--- src/rtl/lsu_pkg.sv ---
package lsu_pkg;

    typedef enum logic [1:0] {
        SZ_BYTE     = 2'b00,
        SZ_HALF     = 2'b01,
        SZ_WORD     = 2'b10,
        SZ_WORD_ALT = 2'b11
    } acc_size_e;

    typedef enum logic [1:0] {
        ST_IDLE      = 2'b00,
        ST_LOAD_DONE = 2'b01,
        ST_FAULT     = 2'b10
    } rsp_state_e;

endpackage

--- src/rtl/lsu_addr_gen.sv ---
module lsu_addr_gen
    import lsu_pkg::*;
#(
    parameter int ADDR_W    = 32,
    parameter int OFF_W     = 16,
    parameter int LANE_BITS = 2
) (
    input  logic [ADDR_W-1:0]    base,
    input  logic [OFF_W-1:0]     offset,
    input  logic [1:0]           size,
    output logic [ADDR_W-1:0]    word_addr,
    output logic [LANE_BITS-1:0] lane_off,
    output logic                 misalign
);
    localparam int EXT_W = ADDR_W - OFF_W;

    logic [ADDR_W-1:0] offset_sx;
    logic [ADDR_W-1:0] eff_addr;

    assign offset_sx = {{EXT_W{offset[OFF_W-1]}}, offset};
    assign eff_addr  = base + offset_sx;
    assign lane_off  = eff_addr[LANE_BITS-1:0];
    assign word_addr = {eff_addr[ADDR_W-1:LANE_BITS], {LANE_BITS{1'b0}}};

    always_comb begin
        unique case (acc_size_e'(size))
            SZ_BYTE: misalign = 1'b0;
            SZ_HALF: misalign = eff_addr[0];
            default: misalign = |eff_addr[LANE_BITS-1:0];
        endcase
    end
endmodule

--- src/rtl/lsu_store_lanes.sv ---
module lsu_store_lanes
    import lsu_pkg::*;
#(
    parameter int DATA_W = 32
) (
    input  logic                  enable,
    input  logic [1:0]            size,
    input  logic [$clog2(DATA_W/8)-1:0] lane_off,
    input  logic [DATA_W-1:0]     wdata,
    output logic [DATA_W/8-1:0]   we,
    output logic [DATA_W-1:0]     lane_data
);
    localparam int LANES = DATA_W / 8;
    localparam int LB    = $clog2(LANES);
    localparam int HALVES = LANES / 2;

    always_comb begin
        unique case (acc_size_e'(size))
            SZ_BYTE: lane_data = {LANES{wdata[7:0]}};
            SZ_HALF: lane_data = {HALVES{wdata[15:0]}};
            default: lane_data = wdata;
        endcase
    end

    for (genvar i = 0; i < LANES; i++) begin : g_lane
        localparam int BOFF = LANES - 1 - i;
        localparam logic [LB-1:0] BOFF_V = BOFF[LB-1:0];
        logic hit;
        always_comb begin
            unique case (acc_size_e'(size))
                SZ_BYTE: hit = (lane_off == BOFF_V);
                SZ_HALF: hit = (lane_off[LB-1:1] == BOFF_V[LB-1:1]);
                default: hit = 1'b1;
            endcase
        end
        assign we[i] = enable & hit;
    end
endmodule

--- src/rtl/lsu_load_lanes.sv ---
module lsu_load_lanes
    import lsu_pkg::*;
#(
    parameter int DATA_W = 32
) (
    input  logic [1:0]                  size,
    input  logic [$clog2(DATA_W/8)-1:0] lane_off,
    input  logic [DATA_W-1:0]           rdata,
    output logic [DATA_W-1:0]           ext_data
);
    localparam int LANES  = DATA_W / 8;
    localparam int LB     = $clog2(LANES);
    localparam int HALVES = LANES / 2;

    logic [7:0]  byte_at [LANES];
    logic [15:0] half_at [HALVES];

    for (genvar k = 0; k < LANES; k++) begin : g_byte
        assign byte_at[k] = rdata[DATA_W-1-8*k -: 8];
    end
    for (genvar h = 0; h < HALVES; h++) begin : g_half
        assign half_at[h] = rdata[DATA_W-1-16*h -: 16];
    end

    always_comb begin
        unique case (acc_size_e'(size))
            SZ_BYTE: ext_data = {{(DATA_W-8){1'b0}}, byte_at[lane_off]};
            SZ_HALF: ext_data = {{(DATA_W-16){1'b0}}, half_at[lane_off[LB-1:1]]};
            default: ext_data = rdata;
        endcase
    end
endmodule

--- src/rtl/lsu_lane_unit.sv ---
module lsu_lane_unit
    import lsu_pkg::*;
#(
    parameter int ADDR_W = 32,
    parameter int DATA_W = 32,
    parameter int OFF_W  = 16
) (
    input  logic                clk,
    input  logic                rst_n,
    input  logic                req_valid,
    input  logic                req_store,
    input  logic [1:0]          req_size,
    input  logic [ADDR_W-1:0]   req_base,
    input  logic [OFF_W-1:0]    req_offset,
    input  logic [DATA_W-1:0]   req_wdata,
    output logic [ADDR_W-1:0]   mem_addr,
    output logic                mem_re,
    output logic [DATA_W/8-1:0] mem_we,
    output logic [DATA_W-1:0]   mem_wdata,
    input  logic [DATA_W-1:0]   mem_rdata,
    output logic                load_valid,
    output logic [DATA_W-1:0]   load_data,
    output logic                fault
);
    localparam int LANES = DATA_W / 8;
    localparam int LB    = $clog2(LANES);

    logic [LB-1:0]     lane_off;
    logic              misalign_w;
    logic [DATA_W-1:0] ext_data;
    logic              store_go;

    rsp_state_e        state_q, state_d;
    logic [DATA_W-1:0] data_q;

    lsu_addr_gen #(.ADDR_W(ADDR_W), .OFF_W(OFF_W), .LANE_BITS(LB)) u_addr (
        .base      (req_base),
        .offset    (req_offset),
        .size      (req_size),
        .word_addr (mem_addr),
        .lane_off  (lane_off),
        .misalign  (misalign_w)
    );

    assign store_go = req_valid & req_store & ~misalign_w;
    assign mem_re   = req_valid & ~req_store & ~misalign_w;

    lsu_store_lanes #(.DATA_W(DATA_W)) u_store (
        .enable    (store_go),
        .size      (req_size),
        .lane_off  (lane_off),
        .wdata     (req_wdata),
        .we        (mem_we),
        .lane_data (mem_wdata)
    );

    lsu_load_lanes #(.DATA_W(DATA_W)) u_load (
        .size     (req_size),
        .lane_off (lane_off),
        .rdata    (mem_rdata),
        .ext_data (ext_data)
    );

    // Next-state: GO_FAULT, GO_LOAD, GO_IDLE from any state
    always_comb begin
        if (req_valid && misalign_w)      state_d = ST_FAULT;
        else if (req_valid && !req_store) state_d = ST_LOAD_DONE;
        else                              state_d = ST_IDLE;
    end

    always_ff @(posedge clk or negedge rst_n) begin
        if (!rst_n) begin
            state_q <= ST_IDLE;
            data_q  <= '0;
        end else begin
            state_q <= state_d;
            data_q  <= (state_d == ST_LOAD_DONE) ? ext_data : '0;
        end
    end

    always_comb begin
        load_valid = 1'b0;
        fault      = 1'b0;
        unique case (state_q)
            ST_IDLE:      ;
            ST_LOAD_DONE: load_valid = 1'b1;
            ST_FAULT:     fault      = 1'b1;
            default:      ;
        endcase
    end
    assign load_data = data_q;

    // misaligned request touches no memory
    a_r8_no_access: assert property (@(posedge clk) disable iff (!rst_n)
        (req_valid && misalign_w) |-> (mem_we == '0 && !mem_re));
    // fault only follows a misaligned request
    a_r8_fault_pulse: assert property (@(posedge clk) disable iff (!rst_n)
        !(req_valid && misalign_w) |=> !fault);
    // zero data on fault
    a_r8_fault_zero: assert property (@(posedge clk) disable iff (!rst_n)
        fault |-> (load_data == '0 && !load_valid));
    // aligned load answers next cycle
    a_r9_load_valid: assert property (@(posedge clk) disable iff (!rst_n)
        (req_valid && !req_store && !misalign_w) |=> (load_valid && !fault));
    // byte access never faults
    a_r5_byte_ok: assert property (@(posedge clk) disable iff (!rst_n)
        (req_valid && req_size == 2'b00) |=> !fault);
    // byte store enables one lane, halfword two
    a_r7_byte_lane: assert property (@(posedge clk) disable iff (!rst_n)
        (req_valid && req_store && req_size == 2'b00) |-> ($countones(mem_we) == 1));
    a_r7_half_lane: assert property (@(posedge clk) disable iff (!rst_n)
        (store_go && req_size == 2'b01) |-> ($countones(mem_we) == 2));
endmodule

--- config.mk ---
export PLATFORM = sky130hd
export DESIGN_NAME = lsu_lane_unit
export DESIGN_NICKNAME = d
export VERILOG_FILES = /design/src/rtl/lsu_pkg.sv /design/src/rtl/lsu_addr_gen.sv /design/src/rtl/lsu_store_lanes.sv /design/src/rtl/lsu_load_lanes.sv /design/src/rtl/lsu_lane_unit.sv
export SDC_FILE = /design/constraint.sdc
export NUM_CORES = 1
export LEC_CHECK = 0
export BUFFER_PORTS_ARGS = -buffer_cell sky130_fd_sc_hd__clkbuf_2
export CAP_MARGIN = 25
export CORE_UTILIZATION = 47
export DETAILED_ROUTE_END_ITERATION = 16
export PLACE_DENSITY = 0.91
export SETUP_SLACK_MARGIN = 0.1
export SLEW_MARGIN = 20
export SYNTH_ARGS = -nofsm -noshare
export SYNTH_HDL_FRONTEND = slang
export SYNTH_HIERARCHICAL = 1
export SYNTH_SLANG_ARGS = --single-unit
--- constraint.sdc ---
create_clock -name clk -period 2.73 [get_ports clk]
set_clock_uncertainty 0.2 [all_clocks]
set_input_delay 0.1365 -clock clk [delete_from_list [all_inputs] [get_ports clk]]
set_output_delay 0.1365 -clock clk [all_outputs]
set_load 0.02 [all_outputs]
==> flow_summary.ini, run 1 <==
[outcome]
outcome = finished, final reports clean

[placed_design]
placed_cells_incl_taps = 782
port_buffers = 218
dpl_cell_area_mm2 = 0.00538
detailed_place_hpwl_mm = 10.6
finalWeightedCongestion = 0.912

[synthesis]
synth_cell_type_count = 69
synth_top_family_by_area = simple AND/OR/NAND/NOR gates
share_of_synthesized_cell_area_in_full_adder_half_adder_and_majority_cells = 0.0977
synth.yosys.seq_area_share = 0.204
asyncSetResetFlopFracSynth = 1.00
synth-warning-count = 6
synthFlopType = sky130_fd_sc_hd__dfrtp_1
yosys.area_share.xor_xnor = 0.0587
synth.ff_latch_count = 34
mappedNetlistArea_mm2 = 0.00418
synth_edf_count = 0
synth.area.mux_share = 0.0839
syn_avg_cell_area_um2 = 9.02
post_synthesis_compound_gate_area_fraction = 0.230
netlist_instances = 463
synth-simple-area-share = 0.251

[final_layout]
fin_nets = 841
stdcell_area_mm2 = 0.00586
final_layout_size_suffix_gt1_frac = 0.500
most_frequent_standard_cell_in_the_layout_excluding_fill_and_tap_cells = sky130_fd_sc_hd__clkbuf_2
layout-area-overhead-vs-synth_pct = 40.3
final_cell_count_no_fill = 800
final_cell_mix = sky130_fd_sc_hd__clkbuf_2, sky130_fd_sc_hd__buf_4, sky130_fd_sc_hd__dfrtp_1
n_antenna_cell = 0

[drt]
route.detailed.wl_per_inst_um = 18.1
route.antenna.remaining_nets = 0
viasPerCell = 6.07
drc = 0
totalWireLength_mm = 14.4
detailedRoute.firstIterationViolations = 306
drt_pre_antenna_iters = 8
via_count = 4857

[min_path]
path_class_of_the_lowest_slack_min_delay_path = input port to flop
worst_hold_path.num_cells = 2

[setup_path]
timing.critical_path.fanout_max = 5
critical_path.startpoint_type = input port
timing.critical_path.arrival_ns = 2.30
crit_path_category = input port to output pin
critPathRequiredTime_ns = 2.39
worst_setup_path_end_kind = output pin

[global_routing]
grt.total_usage = 0.284
grt_start_max_net_pins = 37
grt_pass1_wl_mm = 20.7
antenna_found_initial = 0
grt.overflow.total = 0
grt_pass1_vias = 4435

[timing]
setup_viol = 0
layout_min_cycle_time_ns = 2.63
hold_slack_ns = 0.0679
hold_viol_final = 0
grt_setup_unrepaired = yes
min_period_over_period = 0.965
drv_slew = 0
maxClockFrequency_ghz = 0.380
tightestPinTransition_ns = 0.837
max_slew_margin = 0.442
total_negative_slack_for_setup_checks_ns = 0

[run]
maxCapViolCount = 0

[cts]
cts_tree = done
clock_sink_count = 34
cts.clk_slew.worst_paths_ns = 0.07
h-tree-depth = 2
clock_tree.buffer_depth = 2
clock_tree.root_cell = sky130_fd_sc_hd__clkbuf_8
numCtsBuffers = 5

[die]
floorplan.initialDensity = 0.481
die_h_um = 96.3
rows = 34
coreArea_mm2 = 0.00868
floorplan.die_area_mm2 = 0.00926
floorplan.io_pins = 221
die_w_um = 96.3

[power_and_ir_drop]
cellInternalPower_w = 0.00138
clkPwrFrac = 0.192
power.share.switching = 0.418
power.ir.vdd_worst_mv = 0.239
static-leakage-power_nw = 3.09
switchingPower_w = 0.000988
power_per_cell_area_mw_per_mm2 = 404
power.share.combinational = 0.585
power.sequential.fraction = 0.222
-- flip-flops by register name, summed over array words and instances (netlist names) --
register and count:
state_q 2, load_data 32
-- synth_stat cells, types with 12 or more instances --
cell type                  instances  share of area
sky130_fd_sc_hd__xor2_1           15          0.031
sky130_fd_sc_hd__ha_1             31          0.093
sky130_fd_sc_hd__and4bb_1         24          0.072
sky130_fd_sc_hd__a21oi_1          32          0.038
sky130_fd_sc_hd__o21ai_0          24          0.029
sky130_fd_sc_hd__a21o_1           20          0.036
sky130_fd_sc_hd__and2_1           18          0.027
sky130_fd_sc_hd__nand2_1          29          0.026
sky130_fd_sc_hd__buf_4            12          0.022
sky130_fd_sc_hd__mux2i_1          17          0.041
sky130_fd_sc_hd__xnor2_1          13          0.027
sky130_fd_sc_hd__mux2_2           16          0.043
sky130_fd_sc_hd__nor2_1           26          0.023
sky130_fd_sc_hd__dfrtp_1          34           0.20
-- routing by layer --
metal / GRT usage / vias to the layer above / routed length (µm)
li1: - / 2191 / -
met1: 0.317 / 2283 / 5350
met5: 0 / - / 0
met3: 0.0284 / 67 / 1030
met2: 0.526 / 316 / 7390
met4: 0.152 / 0 / 680
-- cells by family (layout without fill, tap and decap cells) --
logic type | after synthesis | count (layout)
AND/OR/NAND/NOR | 152 | 152
AO/OA/AOI/OAI | 133 | 133
buffers and inverters | 50 | 278
flip-flops | 34 | 34
multiplexers | 33 | 33
adder cells (fa/ha/maj) | 32 | 32
XOR/XNOR | 28 | 28
other | 1 | 2
-- power groups by stage --
stage          Sequential (W)  Clock, W  Combinational, W
3_5_place_dp         0.000535         0           0.00123
6_report             0.000525  0.000455           0.00138
5_1_grt              0.000527  0.000483           0.00147
3_3_place_gp         0.000534         0           0.00120
4_1_cts              0.000525  0.000459           0.00128
2_1_floorplan        0.000554         0          0.000798
-- worst paths after layout --
path | slack, ns | endpoint | startpoint
worst min-delay path | 0.07 | load_data[25] | req_store
worst max-delay path | 0.1 | mem_addr[31] | req_base[8]
max in group asynchronous | 1.53 | load_data[21] | rst_n
min in group asynchronous | 0.27 | state_q[0] | rst_n
-- metrics by stage --
stage	setup slack, ns	total power [W]	util
final	0.0951	0.00236	0.675
after floorplan	0.192	0.00135	-
after global placement	-0.00440	0.00173	0.620
after CTS	0.0676	0.00226	0.646
after detailed placement	-0.155	0.00177	0.620
after global routing	0.0232	0.00248	0.675
-- worst max-delay path, stage by stage --
cell and delay [ns]:
sky130_fd_sc_hd__clkbuf_2 0.10, sky130_fd_sc_hd__ha_4 0.30, sky130_fd_sc_hd__and3_4 0.19, sky130_fd_sc_hd__o211ai_1 0.09, sky130_fd_sc_hd__o21bai_4 0.20, sky130_fd_sc_hd__a22oi_4 0.25
sky130_fd_sc_hd__a311oi_4 0.16, sky130_fd_sc_hd__o311a_1 0.34, sky130_fd_sc_hd__or3_4 0.39, sky130_fd_sc_hd__buf_6 0.14
-- timing repair --
item                                   4_1_cts  5_1_grt
buffers inserted                             1        8
endpoints found under the hold margin       34        0
gates resized for setup                     22       41
hold buffers                                 1        0
setup endpoints to repair                    7       12
pin swaps                                    4       17
-- cell type report --
class                      instances  area (µm²)
fill                             664        2820
clock inverter                     3        40.0
tap                              108         135
sequential                        34         851
inverter                          10        37.5
multi-input combinational        380        3290
clock buffer                       5        68.8
timing repair buffer             260        1430
No activity file was read; power rests on OpenSTA's default activity.
==> run 2, diff against run 1 <==
GPL_TIMING_DRIVEN = 0   (was default)
SKIP_CTS_REPAIR_TIMING = 1   (was default)
==> flow_summary.ini, run 2 (synthesis gave the netlist of run 1 again) <==
[outcome]
outcome = finished, final reports clean

[final_layout]
fin_nets = 847
max_reg_flops = 32
final_cell_mix = sky130_fd_sc_hd__clkbuf_2, sky130_fd_sc_hd__dfrtp_1, sky130_fd_sc_hd__nand2_1
multi_input_logic_area_mm2 = 0.00333
n_antenna_cell = 0
final_layout_size_suffix_gt1_frac = 0.504
regArea_um2 = 851
layout.core_utilization = 0.685
most_frequent_standard_cell_in_the_layout_excluding_fill_and_tap_cells = sky130_fd_sc_hd__clkbuf_2
layout-area-overhead-vs-synth_pct = 42.4
stdcell_area_mm2 = 0.00595
number_of_fill_cells_in_the_layout = 658

[timing]
max_slew_margin = 0.444
drv_slew = 0
layout_min_cycle_time_ns = 2.61
min_period_over_period = 0.955
grt_setup_unrepaired = yes
tightestPinTransition_ns = 0.835
maxClockFrequency_ghz = 0.384
hold_viol_final = 0
setup_viol = 0

[global_routing]
grt_pass1_wl_mm = 20.5
antenna_found_initial = 0
grt_pass1_vias = 4378
grt_start_max_net_pins = 35
grt.total_usage = 0.282
grt.overflow.total = 0

[die]
coreArea_mm2 = 0.00868
floorplan.initialDensity = 0.481
die_h_um = 96.3
rows = 34
floorplan.die_area_mm2 = 0.00926
die_w_um = 96.3
floorplan.io_pins = 221

[placed_design]
detailed_place_hpwl_mm = 10.6
finalWeightedCongestion = 0.922
dpl_cell_area_mm2 = 0.00541
port_buffers = 218

[setup_path]
critical_path.startpoint_type = input port
worst_setup_path_end_kind = output pin
timing.critical_path.fanout_max = 17
crit_path_category = input port to output pin
timing.critical_path.arrival_ns = 2.27
critPathRequiredTime_ns = 2.39

[drt]
routed_length_on_met3_mm = 1.19
totalWireLength_mm = 14.4
met2_wirelength_mm = 7.22
detailedRoute.firstIterationViolations = 213
met1_wire_length_mm = 5.36
route.detailed.wl_per_inst_um = 17.9
viasPerCell = 5.98
routed.top_layer = met4
via_count = 4820
route.antenna.remaining_nets = 0
drt_pre_antenna_iters = 5
drc = 0

[cts]
clock_tree.buffer_depth = 2
clock_tree.root_cell = sky130_fd_sc_hd__clkbuf_8
cts_tree = done
clock_sink_count = 34
h-tree-depth = 2
cts.clk_slew.worst_paths_ns = 0.07
numCtsBuffers = 5

[min_path]
path_class_of_the_lowest_slack_min_delay_path = input port to flop

[power_and_ir_drop]
power.ir.vdd_worst_mv = 0.238
total_power_w = 0.00230
static-leakage-power_nw = 3.11
power_per_cell_area_mw_per_mm2 = 387

[run]
maxCapViolCount = 0
run 2: cell count changes in the layout (fill, tap and decap cells not counted), moves of 2 or more:
| cell | previous run | this run |
|---|---|---|
| sky130_fd_sc_hd__buf_6 | 2 | 14 |
| sky130_fd_sc_hd__clkbuf_1 | 0 | 3 |
| sky130_fd_sc_hd__buf_4 | 45 | 26 |
| sky130_fd_sc_hd__a21oi_4 | 0 | 2 |
| sky130_fd_sc_hd__a21oi_2 | 12 | 9 |
| sky130_fd_sc_hd__o21ai_1 | 5 | 3 |
| sky130_fd_sc_hd__buf_2 | 0 | 9 |
| sky130_fd_sc_hd__o21ai_0 | 19 | 21 |
run 2: final cells by class:
| type | instances | share of cell area |
|---|---|---|
| plain buffers | 35 | 0.0427 |
| clock buffers | 6 | 0.0139 |
| clock inverters | 2 | 0.00210 |
| inverters | 10 | 0.00631 |
| multi-input cells | 380 | 0.561 |
| flip-flops and latches | 34 | 0.143 |
| well taps | 108 | 0.0227 |
| repair buffers | 231 | 0.209 |
run 2: metal layers:
metal | global-route usage | vias up
met4 | 0.157 | 0
met5 | 0 | -
met3 | 0.0403 | 62
li1 | - | 2195
met1 | 0.313 | 2232
met2 | 0.512 | 331
run 2: worst paths after layout:
check	start	to	slack (ns)	cells after the start
setup / recovery	req_offset[15]	mem_addr[31]	0.12	9
hold / removal	req_valid	load_data[4]	0.06	2
max in group asynchronous	rst_n	load_data[1]	1.53	2
min in group asynchronous	rst_n	load_data[29]	0.27	2
run 2: where the power goes:
part / total [W] / internal, W / switching [W] / leakage [nW]
registers: 0.000526 / 0.000520 / 0.00000632 / 0.468
logic: 0.00137 / 0.000581 / 0.000793 / 2.60
clock network: 0.000402 / 0.000203 / 0.000199 / 0.0472
total: 0.00230 / 0.00130 / 0.000998 / 3.11
run 2: through the flow:
| stage | hold slack [ns] | std cells | worst slack [ns] | TNS (ns) |
|---|---|---|---|---|
| global placement | 0.0409 | 790 | -0.242 | -1.15 |
| floorplan | -0.359 | 464 | 0.192 | 0 |
| global route | 0.0581 | 806 | 0.0333 | 0 |
| CTS | -0.244 | 798 | -0.355 | -1.96 |
| finish | 0.0564 | 806 | 0.123 | 0 |
| detailed placement | 0.0666 | 790 | -0.356 | -1.87 |
run 2: critical path, cell delays in order:
cell,delay [ns]
sky130_fd_sc_hd__buf_6,0.15
sky130_fd_sc_hd__ha_1,0.46
sky130_fd_sc_hd__nand2_1,0.11
sky130_fd_sc_hd__o21ai_0,0.29
sky130_fd_sc_hd__a22o_1,0.22
sky130_fd_sc_hd__a311oi_4,0.07
sky130_fd_sc_hd__o311a_1,0.31
sky130_fd_sc_hd__or3_4,0.37
sky130_fd_sc_hd__buf_6,0.14
